==> src/rtl/seg_xlate_pkg.sv <==
package seg_xlate_pkg;
   localparam int SEL_W   = 16;
   localparam int RPL_W   = 2;
   localparam int TI_BIT  = 2;
   localparam int SEGN_LO = 3;
   localparam int SEGN_W  = SEL_W - SEGN_LO;
   localparam int N_TBL   = 2;

   typedef enum logic [2:0] {
      F_OK     = 3'd0,
      F_LIMIT  = 3'd1,
      F_INDEX  = 3'd2,
      F_ABSENT = 3'd3,
      F_PRIV   = 3'd4
   } fault_e;
endpackage

==> src/rtl/seg_table.sv <==
module seg_table #(
   parameter int DEPTH = 8,
   parameter int IDX_W = 3,
   parameter int PA_W  = 24,
   parameter int OFS_W = 16,
   parameter int PL_W  = 2,
   localparam int CNT_W = IDX_W + 1
) (
   input  logic             clk,
   input  logic             rst_n,
   input  logic             wr_en,
   input  logic [IDX_W-1:0] wr_idx,
   input  logic [PA_W-1:0]  wr_base,
   input  logic [OFS_W-1:0] wr_limit,
   input  logic [PL_W-1:0]  wr_dpl,
   input  logic             wr_present,
   input  logic             cnt_we,
   input  logic [CNT_W-1:0] cnt_in,
   input  logic [IDX_W-1:0] rd_idx,
   output logic [PA_W-1:0]  rd_base,
   output logic [OFS_W-1:0] rd_limit,
   output logic [PL_W-1:0]  rd_dpl,
   output logic             rd_present,
   output logic [CNT_W-1:0] rd_cnt
);
   localparam logic [CNT_W-1:0] CNT_MAX = CNT_W'(DEPTH);

   logic [PA_W-1:0]  base_q  [DEPTH];
   logic [OFS_W-1:0] limit_q [DEPTH];
   logic [PL_W-1:0]  dpl_q   [DEPTH];
   logic [DEPTH-1:0] pres_q;
   logic [CNT_W-1:0] cnt_q;

   for (genvar e = 0; e < DEPTH; e++) begin : g_ent
      always_ff @(posedge clk) begin
         if (!rst_n) begin
            base_q[e]  <= '0;
            limit_q[e] <= '0;
            dpl_q[e]   <= '0;
            pres_q[e]  <= 1'b0;
         end else if (wr_en && wr_idx == IDX_W'(e)) begin
            base_q[e]  <= wr_base;
            limit_q[e] <= wr_limit;
            dpl_q[e]   <= wr_dpl;
            pres_q[e]  <= wr_present;
         end
      end
   end

   always_ff @(posedge clk) begin
      if (!rst_n)      cnt_q <= '0;
      else if (cnt_we) cnt_q <= (cnt_in > CNT_MAX) ? CNT_MAX : cnt_in;
   end

   assign rd_base    = base_q[rd_idx];
   assign rd_limit   = limit_q[rd_idx];
   assign rd_dpl     = dpl_q[rd_idx];
   assign rd_present = pres_q[rd_idx];
   assign rd_cnt     = cnt_q;

   // the count never exceeds the table depth
   p_cnt_bound_r12: assert property (@(posedge clk) disable iff (!rst_n)
      cnt_q <= CNT_MAX);
   // a written present bit is stored at the written index
   p_write_r12: assert property (@(posedge clk) disable iff (!rst_n)
      wr_en |=> pres_q[$past(wr_idx)] == $past(wr_present));
endmodule

==> src/rtl/seg_check.sv <==
module seg_check
   import seg_xlate_pkg::*;
#(
   parameter int IDX_W = 3,
   parameter int PA_W  = 24,
   parameter int OFS_W = 16,
   parameter int PL_W  = 2,
   localparam int CNT_W = IDX_W + 1
) (
   input  logic [SEGN_W-1:0] seg_num,
   input  logic [PL_W-1:0]   rpl,
   input  logic [OFS_W-1:0]  ofs,
   input  logic [CNT_W-1:0]  cnt,
   input  logic [PA_W-1:0]   base,
   input  logic [OFS_W-1:0]  limit,
   input  logic [PL_W-1:0]   dpl,
   input  logic              present,
   output fault_e            fault,
   output logic [PA_W-1:0]   paddr
);
   logic idx_bad, lim_bad, priv_bad;

   assign idx_bad  = seg_num >= {{(SEGN_W-CNT_W){1'b0}}, cnt};
   assign lim_bad  = ofs >= limit;
   assign priv_bad = rpl > dpl;

   always_comb begin
      if (idx_bad)       fault = F_INDEX;
      else if (!present) fault = F_ABSENT;
      else if (priv_bad) fault = F_PRIV;
      else if (lim_bad)  fault = F_LIMIT;
      else               fault = F_OK;
   end

   assign paddr = (fault == F_OK) ? base + PA_W'(ofs) : '0;
endmodule

==> src/rtl/seg_xlate.sv <==
module seg_xlate
   import seg_xlate_pkg::*;
#(
   parameter int DEPTH = 8,
   parameter int PA_W  = 24,
   parameter int OFS_W = 16,
   localparam int IDX_W = $clog2(DEPTH),
   localparam int CNT_W = IDX_W + 1
) (
   input  logic             clk,
   input  logic             rst_n,
   input  logic             req_valid,
   input  logic [SEL_W-1:0] req_sel,
   input  logic [OFS_W-1:0] req_ofs,
   input  logic             cfg_we,
   input  logic             cfg_cnt_we,
   input  logic             cfg_tbl,
   input  logic [IDX_W-1:0] cfg_idx,
   input  logic [PA_W-1:0]  cfg_base,
   input  logic [OFS_W-1:0] cfg_limit,
   input  logic [RPL_W-1:0] cfg_dpl,
   input  logic             cfg_present,
   input  logic [CNT_W-1:0] cfg_cnt,
   output logic             rsp_valid,
   output logic [2:0]       rsp_fault,
   output logic [PA_W-1:0]  rsp_paddr
);
   if (DEPTH < 2 || (1 << IDX_W) != DEPTH) begin : g_bad_depth
      $error("DEPTH must be a power of two of at least 2");
   end
   if (PA_W < OFS_W) begin : g_bad_pa
      $error("PA_W must be at least OFS_W");
   end
   if (CNT_W > SEGN_W) begin : g_bad_cnt
      $error("table too deep for the selector");
   end

   logic [SEGN_W-1:0] seg_num;
   logic              tsel;
   logic [RPL_W-1:0]  rpl;
   assign seg_num = req_sel[SEL_W-1:SEGN_LO];
   assign tsel    = req_sel[TI_BIT];
   assign rpl     = req_sel[RPL_W-1:0];

   logic [PA_W-1:0]  t_base  [N_TBL];
   logic [OFS_W-1:0] t_limit [N_TBL];
   logic [RPL_W-1:0] t_dpl   [N_TBL];
   logic             t_pres  [N_TBL];
   logic [CNT_W-1:0] t_cnt   [N_TBL];

   for (genvar t = 0; t < N_TBL; t++) begin : g_tbl
      seg_table #(
         .DEPTH(DEPTH), .IDX_W(IDX_W), .PA_W(PA_W), .OFS_W(OFS_W), .PL_W(RPL_W)
      ) u_tbl (
         .clk       (clk),
         .rst_n     (rst_n),
         .wr_en     (cfg_we && cfg_tbl == 1'(t)),
         .wr_idx    (cfg_idx),
         .wr_base   (cfg_base),
         .wr_limit  (cfg_limit),
         .wr_dpl    (cfg_dpl),
         .wr_present(cfg_present),
         .cnt_we    (cfg_cnt_we && cfg_tbl == 1'(t)),
         .cnt_in    (cfg_cnt),
         .rd_idx    (seg_num[IDX_W-1:0]),
         .rd_base   (t_base[t]),
         .rd_limit  (t_limit[t]),
         .rd_dpl    (t_dpl[t]),
         .rd_present(t_pres[t]),
         .rd_cnt    (t_cnt[t])
      );
   end

   fault_e           chk_fault;
   logic [PA_W-1:0]  chk_paddr;

   seg_check #(
      .IDX_W(IDX_W), .PA_W(PA_W), .OFS_W(OFS_W), .PL_W(RPL_W)
   ) u_chk (
      .seg_num(seg_num),
      .rpl    (rpl),
      .ofs    (req_ofs),
      .cnt    (t_cnt[tsel]),
      .base   (t_base[tsel]),
      .limit  (t_limit[tsel]),
      .dpl    (t_dpl[tsel]),
      .present(t_pres[tsel]),
      .fault  (chk_fault),
      .paddr  (chk_paddr)
   );

   always_ff @(posedge clk) begin
      if (!rst_n) begin
         rsp_valid <= 1'b0;
         rsp_fault <= F_OK;
         rsp_paddr <= '0;
      end else begin
         rsp_valid <= req_valid;
         if (req_valid) begin
            rsp_fault <= chk_fault;
            rsp_paddr <= chk_paddr;
         end
      end
   end

   // one result per request, one cycle later
   p_rsp_follows_req_r2: assert property (@(posedge clk) disable iff (!rst_n)
      req_valid |=> rsp_valid);
   p_no_spurious_rsp_r2: assert property (@(posedge clk) disable iff (!rst_n)
      !req_valid |=> !rsp_valid);
   // a faulting result never carries an address
   p_fault_zero_addr_r9: assert property (@(posedge clk) disable iff (!rst_n)
      (rsp_valid && rsp_fault != F_OK) |-> rsp_paddr == '0);
   // a segment number beyond the populated count reports the index fault
   p_index_fault_r5: assert property (@(posedge clk) disable iff (!rst_n)
      (req_valid && seg_num >= {{(SEGN_W-CNT_W){1'b0}}, t_cnt[tsel]})
      |=> rsp_fault == F_INDEX);
endmodule

==> config.mk <==
export PLATFORM = sky130hd
export DESIGN_NAME = seg_xlate
export DESIGN_NICKNAME = d
export VERILOG_FILES = /design/src/rtl/seg_xlate_pkg.sv /design/src/rtl/seg_table.sv /design/src/rtl/seg_check.sv /design/src/rtl/seg_xlate.sv
export SDC_FILE = /design/constraint.sdc
export NUM_CORES = 1
export LEC_CHECK = 0
export ABC_AREA = 1
export BUFFER_PORTS_ARGS = -buffer_cell sky130_fd_sc_hd__buf_4
export CORE_MARGIN = 4
export CORE_UTILIZATION = 62
export DETAILED_ROUTE_END_ITERATION = 7
export PLACE_DENSITY_LB_ADDON = 0.1
export SLEW_MARGIN = 20
export SYNTH_ARGS = -nofsm -noshare
export SYNTH_HDL_FRONTEND = slang
export SYNTH_SLANG_ARGS = --single-unit
==> constraint.sdc <==
create_clock -name clk -period 4.8 [get_ports clk]
set_input_delay 1.2 -clock clk [delete_from_list [all_inputs] [get_ports clk]]
set_output_delay 1.2 -clock clk [all_outputs]
set_load 0.02 [all_outputs]
# Word level (Yosys, flattened, before mapping)
# Memories as Yosys holds them, arrays and structs flattened.
# Cells that the tools add are included.
[totals] rom_bits=0 latch_bits=0 elab_cells=235 mem_count=6 inputBits=88 ramBits=672 output_inout_bits=28 ff_bits=52
[classes] muxes=122 multipliers=0 eq_ne=7 n_div=0 reduce_logical=22 order_cmp=6 bitwise=50 shifts=0 addsub=1
[memory_table] memory="g_tbl[0].u_tbl.base_q" depth=8 width=24 read_ports=1 rd_ports_with_merged_regs=0 wr=8 line_no="seg_table.sv:28" source="logic [PA_W-1:0] base_q [DEPTH];"
[memory_table] memory="g_tbl[1].u_tbl.base_q" depth=8 width=24 read_ports=1 rd_ports_with_merged_regs=0 wr=8 line_no="seg_table.sv:28"
[memory_table] memory="g_tbl[0].u_tbl.limit_q" depth=8 width=16 read_ports=1 rd_ports_with_merged_regs=0 wr=8 line_no="seg_table.sv:29" source="logic [OFS_W-1:0] limit_q [DEPTH];"
[memory_table] memory="g_tbl[1].u_tbl.limit_q" depth=8 width=16 read_ports=1 rd_ports_with_merged_regs=0 wr=8 line_no="seg_table.sv:29"
[memory_table] memory="g_tbl[0].u_tbl.dpl_q" depth=8 width=2 read_ports=1 rd_ports_with_merged_regs=0 wr=8 line_no="seg_table.sv:30" source="logic [PL_W-1:0] dpl_q [DEPTH];"
[memory_table] memory="g_tbl[1].u_tbl.dpl_q" depth=8 width=2 read_ports=1 rd_ports_with_merged_regs=0 wr=8 line_no="seg_table.sv:30"
[op_table] op="$mux W24" count=20
[op_table] op="$mux W16" count=19
[op_table] op="$mux W1" count=55
[op_table] op="$or A1 B1 Y1" count=48
[op_table] op="$mux W2" count=19
[op_table] op="$add A24 B16 Y24" count=1
[op_table] op="$logic_and A1 B1 Y1" count=20
[op_table] op="$ge A16 B16 Y1" count=1
[op_table] op="$mux W4" count=4
[op_table] op="$ge A13 B4 Y1" count=1
[op_table] op="$eq A3 B3 Y1 const B" count=4
[op_table] op="$mux W3" count=3
[op_table] op="$bmux W1 S3" count=2
[op_table] op="$eq A3 B2 Y1 const B" count=2
[op_table] op="$logic_not A3 Y1" count=2
[op_table] op="$gt A4 B4 Y1 const B" count=1
[op_table] op="$lt A3 B4 Y1 const B" count=1
[op_table] op="$eq A3 B1 Y1 const B" count=1
[op_table] op="$ge A2 B2 Y1 const B" count=1
[op_table] op="$gt A2 B2 Y1" count=1
[op_table] op="$not A1 Y2" count=1
[op_table] op="$not A1 Y1" count=1

# Longest topological paths before layout
[logic_depth] ltp_word=11 mapped_depth=23

# Cells and area by module
# Synthesis repeated with hierarchy kept, for this count alone.
[unflattened] hier_cells=4696 hier_area_um2=38054.0
[by_module_without_submodules] mod="seg_table" area_per_inst_um2=17005.1 cells_each=1970 n_inst=2
[by_module_without_submodules] mod="seg_check" area_per_inst_um2=2190.9 cells_each=423 n_inst=1
[by_module_without_submodules] mod="seg_xlate" area_per_inst_um2=1853.0 cells_each=333 n_inst=1

# Least setup slack after synthesis
# No wires, ideal clock.
[synth_timing] path_kind="input port to flip-flop" start="in req_sel[3]" end="reg rsp_paddr[11]" setup_slack_ns=0.710 n_path_buf=5 setup_ns=0.132 arrival_ns=3.957 cell_stages=18 path_cell_list="buf_6 > inv_4 > buf_4 > buf_4 > buf_4 > clkbuf_1 > nor2_1 > o221ai_1 > o211ai_1 > nand2_1 > ha_1 > a21oi_1 > a21boi_0 > a21oi_1 > or2_2 > or2_2 > nand3_1 > a21oi_1"
[synth_between] elab_chain_cells=11
[synth_rtl] element="start, declared" line_no="seg_xlate.sv:13" source="input logic [SEL_W-1:0] req_sel,"
[synth_rtl] element="$mem_v2 Z8 W16"
[synth_rtl] element="$mux W16 (implied by the code) (3 in series)" line_no="seg_xlate.sv:85" source=".limit (t_limit[tsel]),"
[synth_rtl] element="$ge A16 B16 Y1" line_no="seg_check.sv:24" source="assign lim_bad = ofs >= limit;"
[synth_rtl] element="$mux W1" line_no="seg_check.sv:31" source="else if (lim_bad) fault = F_LIMIT;"
[synth_rtl] element="$mux W3" line_no="seg_check.sv:30" source="else if (priv_bad) fault = F_PRIV;"
[synth_rtl] element="$mux W3" line_no="seg_check.sv:29" source="else if (!present) fault = F_ABSENT;"
[synth_rtl] element="$mux W3" line_no="seg_check.sv:28" source="if (idx_bad) fault = F_INDEX;"
[synth_rtl] element="$logic_not A3 Y1" line_no="seg_check.sv:35" source="assign paddr = (fault == F_OK) ? base + PA_W'(ofs) : '0;"
[synth_rtl] element="$mux W24 (*)" line_no="seg_check.sv:35"
[synth_rtl] element="end signal, assigned" line_no="seg_xlate.sv:101" source="rsp_paddr <= chk_paddr;"
[synth_rtl] element="end, declared" line_no="seg_xlate.sv:26" source="output logic [PA_W-1:0] rsp_paddr"
# Every way passes the cells marked *; elsewhere a longest branch is shown, timed or not. The select of a mux whose other input is x is not followed.
# A chain may end at the register's enable or synchronous reset.

# Worst setup path in the final report
[layout_timing] start="in req_sel[4]" end="reg rsp_paddr[16]"
# Same word-level chain as after synthesis.

==> flow_summary_export.csv <==
group,metric,value,unit
global_route,use_met1,0.509,
global_route,grt_pass1_wl,155,mm
sta,period_minus_slack,4.14,ns
cells_and_area,area_growth,11.4,%
drt,drt-initial-drc-count,4031,
setup_path,worstSetupPathType,"in -> reg",
setup_path,arrival,4.67,ns
clock_tree,clock_path_buffers,3,
clock_tree,post_cts_buffers,0,
clock_tree,cts-root-buf,"clkbuf_16",
floorplanning,ios,116,
drt,drtPass1Iterations,7,
synthesis,syn_area_per_cell,10.1,um^2
synthesis,syn_nets,3401,
sta,maxSlewHeadroom,0.249,
global_route,grt_usage,0.367,
setup_path,crit_top_cell,"nand2_1",
sta,period_share,0.862,
cells_and_area,stdcell_area,36700,um^2
drt,drc_errors,0,
drt,wirelength,106,mm
cells_and_area,fin_nets,3407,
synthesis,synth-seq-cells,724,
place,dp.cells,3893,
setup_path,critical-path-max-stage-delay,0.51,ns
global_route,gr-usage-met2,0.567,
worst_hold_path,hold_path.class,"reg -> reg",
global_route,grt_use_met3,0.0863,
drt,viasPerCell,6.49,
clock_tree,tritoncts,"yes",
clock_tree,cts.sinks,724,
drt,dr_total_vias,26024,
setup_path,slowest_stage,"a21boi_0",
cells_and_area,num-fill-cells,3867,
sta,finClkSkew,0.0283,ns
cells_and_area,final_util,0.698,
synthesis,syn_inst,3274,
floorplanning,die_y,239,um
synthesis,syn_area,33000,um^2
global_route,grt_max_degree,92,
setup_path,r2r_cells,15,
setup_path,cp-start-kind,"primary input",
synthesis,yosys_warnings,0,
sta,drv_slew,0,
sta,final-setup-viol-count,0,
synthesis,yosysSeqAreaShare,0.643,
synthesis,ys_async_sr_fraction,0,
floorplanning,dieWidth,239,um
clock_tree,h-tree-depth,3,
sta,tightest_slew,1.12,ns
sta,max_freq,242,MHz
setup_path,worstPathCellList,"buf_4, buf_4, o21ai_0, o221ai_1, o211ai_1, nand2_1, ha_1, nand2_1, nand2_1, nand3_1, nand3_1, a21boi_0, inv_1, nand3b_1, nand2_1, xor2_1, nand2_1, a21oi_1",
power_and_ir_drop,ir_worst_vdd,0.000341,V
clock_tree,cts-buffers-inserted,73,
power_and_ir_drop,design_power_total,0.0142,W
drt,avgRoutedWirePerCell,26.3,um
floorplanning,start_util,0.626,
power_and_ir_drop,powerDensity,386,nW/um^2
sta,rsz0062_at_grt,"no",
cells_and_area,final_cell_mix,"nor2_1, edfxtp_1, o21ai_0",
sta,final-hold-violation-count,0,
power_and_ir_drop,p_leak,13.9,nW
global_route,antenna_found_initial,2,
cells_and_area,layout-drive-gt1-share,0.0987,
global_route,top_usage_layer,"met2",
synthesis,yosys_most_used_dff,"edfxtp_1",
job,max-cap-violations,0,
synthesis,netlist-cell-type-count,41,
place,placed_area,34600,um^2
synthesis,synth-edff-count,672,
sta,setup_tns,0,ns
clock_tree,clk_latency,0.64,ns
floorplanning,die_area,57000,um^2
setup_path,crit_path_end_kind,"register",
setup_path,crit_fanout,40,
drt,ant_nets,0,
floorplanning,coreArea,52700,um^2
cells_and_area,instances_no_fill,4012,
place,hpwl,58.2,mm
floorplanning,rows,84,
setup_path,crit_required,5.33,ns
worst_hold_path,min_path_cells,2,
run_status,status,"finished, final reports clean",
cells_and_area,insertedDiodeCount,0,
cells_and_area,final_common_cell,"nor2_1",
clock_tree,postCtsHoldBufs,0,
place,numPortBuffers,115,
place,place_congestion,0.967,
global_route,grt_overflow,0,
clock_tree,clk_pin_slew_worst_paths,0.06,ns
clock_tree,ctsResizeCount,0,
global_route,grt_pass1_vias,24560,
==> synth_stat cells, types with 32 or more instances <==
| cell | instances | area [um^2] |
|---|---|---|
| nand3_1 | 116 | 581 |
| nor2_1 | 1053 | 3950 |
| dfxtp_1 | 52 | 1040 |
| ha_1 | 38 | 475 |
| o221ai_1 | 100 | 876 |
| o22ai_1 | 40 | 250 |
| a21oi_1 | 61 | 305 |
| o21ai_0 | 352 | 1760 |
| o211ai_1 | 61 | 458 |
| inv_1 | 154 | 578 |
| nand2_1 | 243 | 912 |
| edfxtp_1 | 672 | 20200 |
| clkbuf_1 | 206 | 773 |
| buf_2 | 32 | 160 |
==> worst max-delay path, delay by kind of cell <==
kind / cells / cell delay [ns]
AND/OR/NAND/NOR: 8 / 0.93
buffers and inverters: 3 / 0.83
adder cells (fa/ha/maj): 1 / 0.36
AO/OA/AOI/OAI: 5 / 1.10
XOR/XNOR: 1 / 0.19
==> metal layers <==
| layer | part of all wire | vias to the layer above |
|---|---|---|
| met5 | 0.00026 | - |
| met4 | 0.045 | 4 |
| met3 | 0.14 | 302 |
| met2 | 0.46 | 1938 |
| met1 | 0.36 | 12471 |
| li1 | - | 11309 |
==> power by group <==
part           switching, W  leakage, nW  total [W]  internal, W
Combinational       0.00108         5.97    0.00150     0.000413
Sequential        0.0000951         6.86    0.00734      0.00724
Clock               0.00235         1.05    0.00535      0.00300
==> logic make-up (layout without fill, tap and decap cells) <==
kind of cell             count (synthesis)  count (layout)  share of synthesized area
AO/OA/AOI/OAI                          636             636                      0.115
XOR/XNOR                                12              12                    0.00319
adder cells (fa/ha/maj)                 39              39                     0.0150
buffers and inverters                  420             470                     0.0525
flip-flops                             724             724                      0.643
multiplexers                             2               2                   0.000607
AND/OR/NAND/NOR                       1441            1441                      0.171
==> final cells by class <==
cell class / instances / area, um^2 / area share
well taps: 688 / 861 / 0.0234
multi-input cells: 2130 / 10200 / 0.276
clock buffers: 98 / 1950 / 0.0531
inverters: 158 / 603 / 0.0164
flip-flops and latches: 724 / 21200 / 0.578
repair buffers: 193 / 1760 / 0.0478
clock inverters: 21 / 194 / 0.00528
==> sequential cells by signal, summed over array words and instances (netlist names) <==
register	count
rsp_paddr	24
g_tbl.u_tbl.base_q	384
g_tbl.u_tbl.limit_q	256
g_tbl.u_tbl.dpl_q	32
g_tbl.u_tbl.pres_q	16
rsp_fault	3
g_tbl.u_tbl.rd_cnt	8
rsp_valid	1
==> metrics by stage <==
stage               hold slack [ns]  setup WS [ns]
floorplan                     0.425          0.710
detailed placement            0.453          0.213
finish                        0.462          0.662
global placement              0.439          0.262
global route                  0.485          0.354
CTS                           0.462          0.844
==> final timing paths <==
kind,from,end,slack [ns]
max,req_sel[4],rsp_paddr[16],0.66
min,g_tbl[1].u_tbl.rd_cnt[1],g_tbl[1].u_tbl.rd_cnt[1],0.46
max reg2reg,g_tbl[0].u_tbl.base_q[2][0],rsp_paddr[16],1.53
min reg2reg,g_tbl[1].u_tbl.rd_cnt[1],g_tbl[1].u_tbl.rd_cnt[1],0.46
No activity file was read; power rests on OpenSTA's default activity.
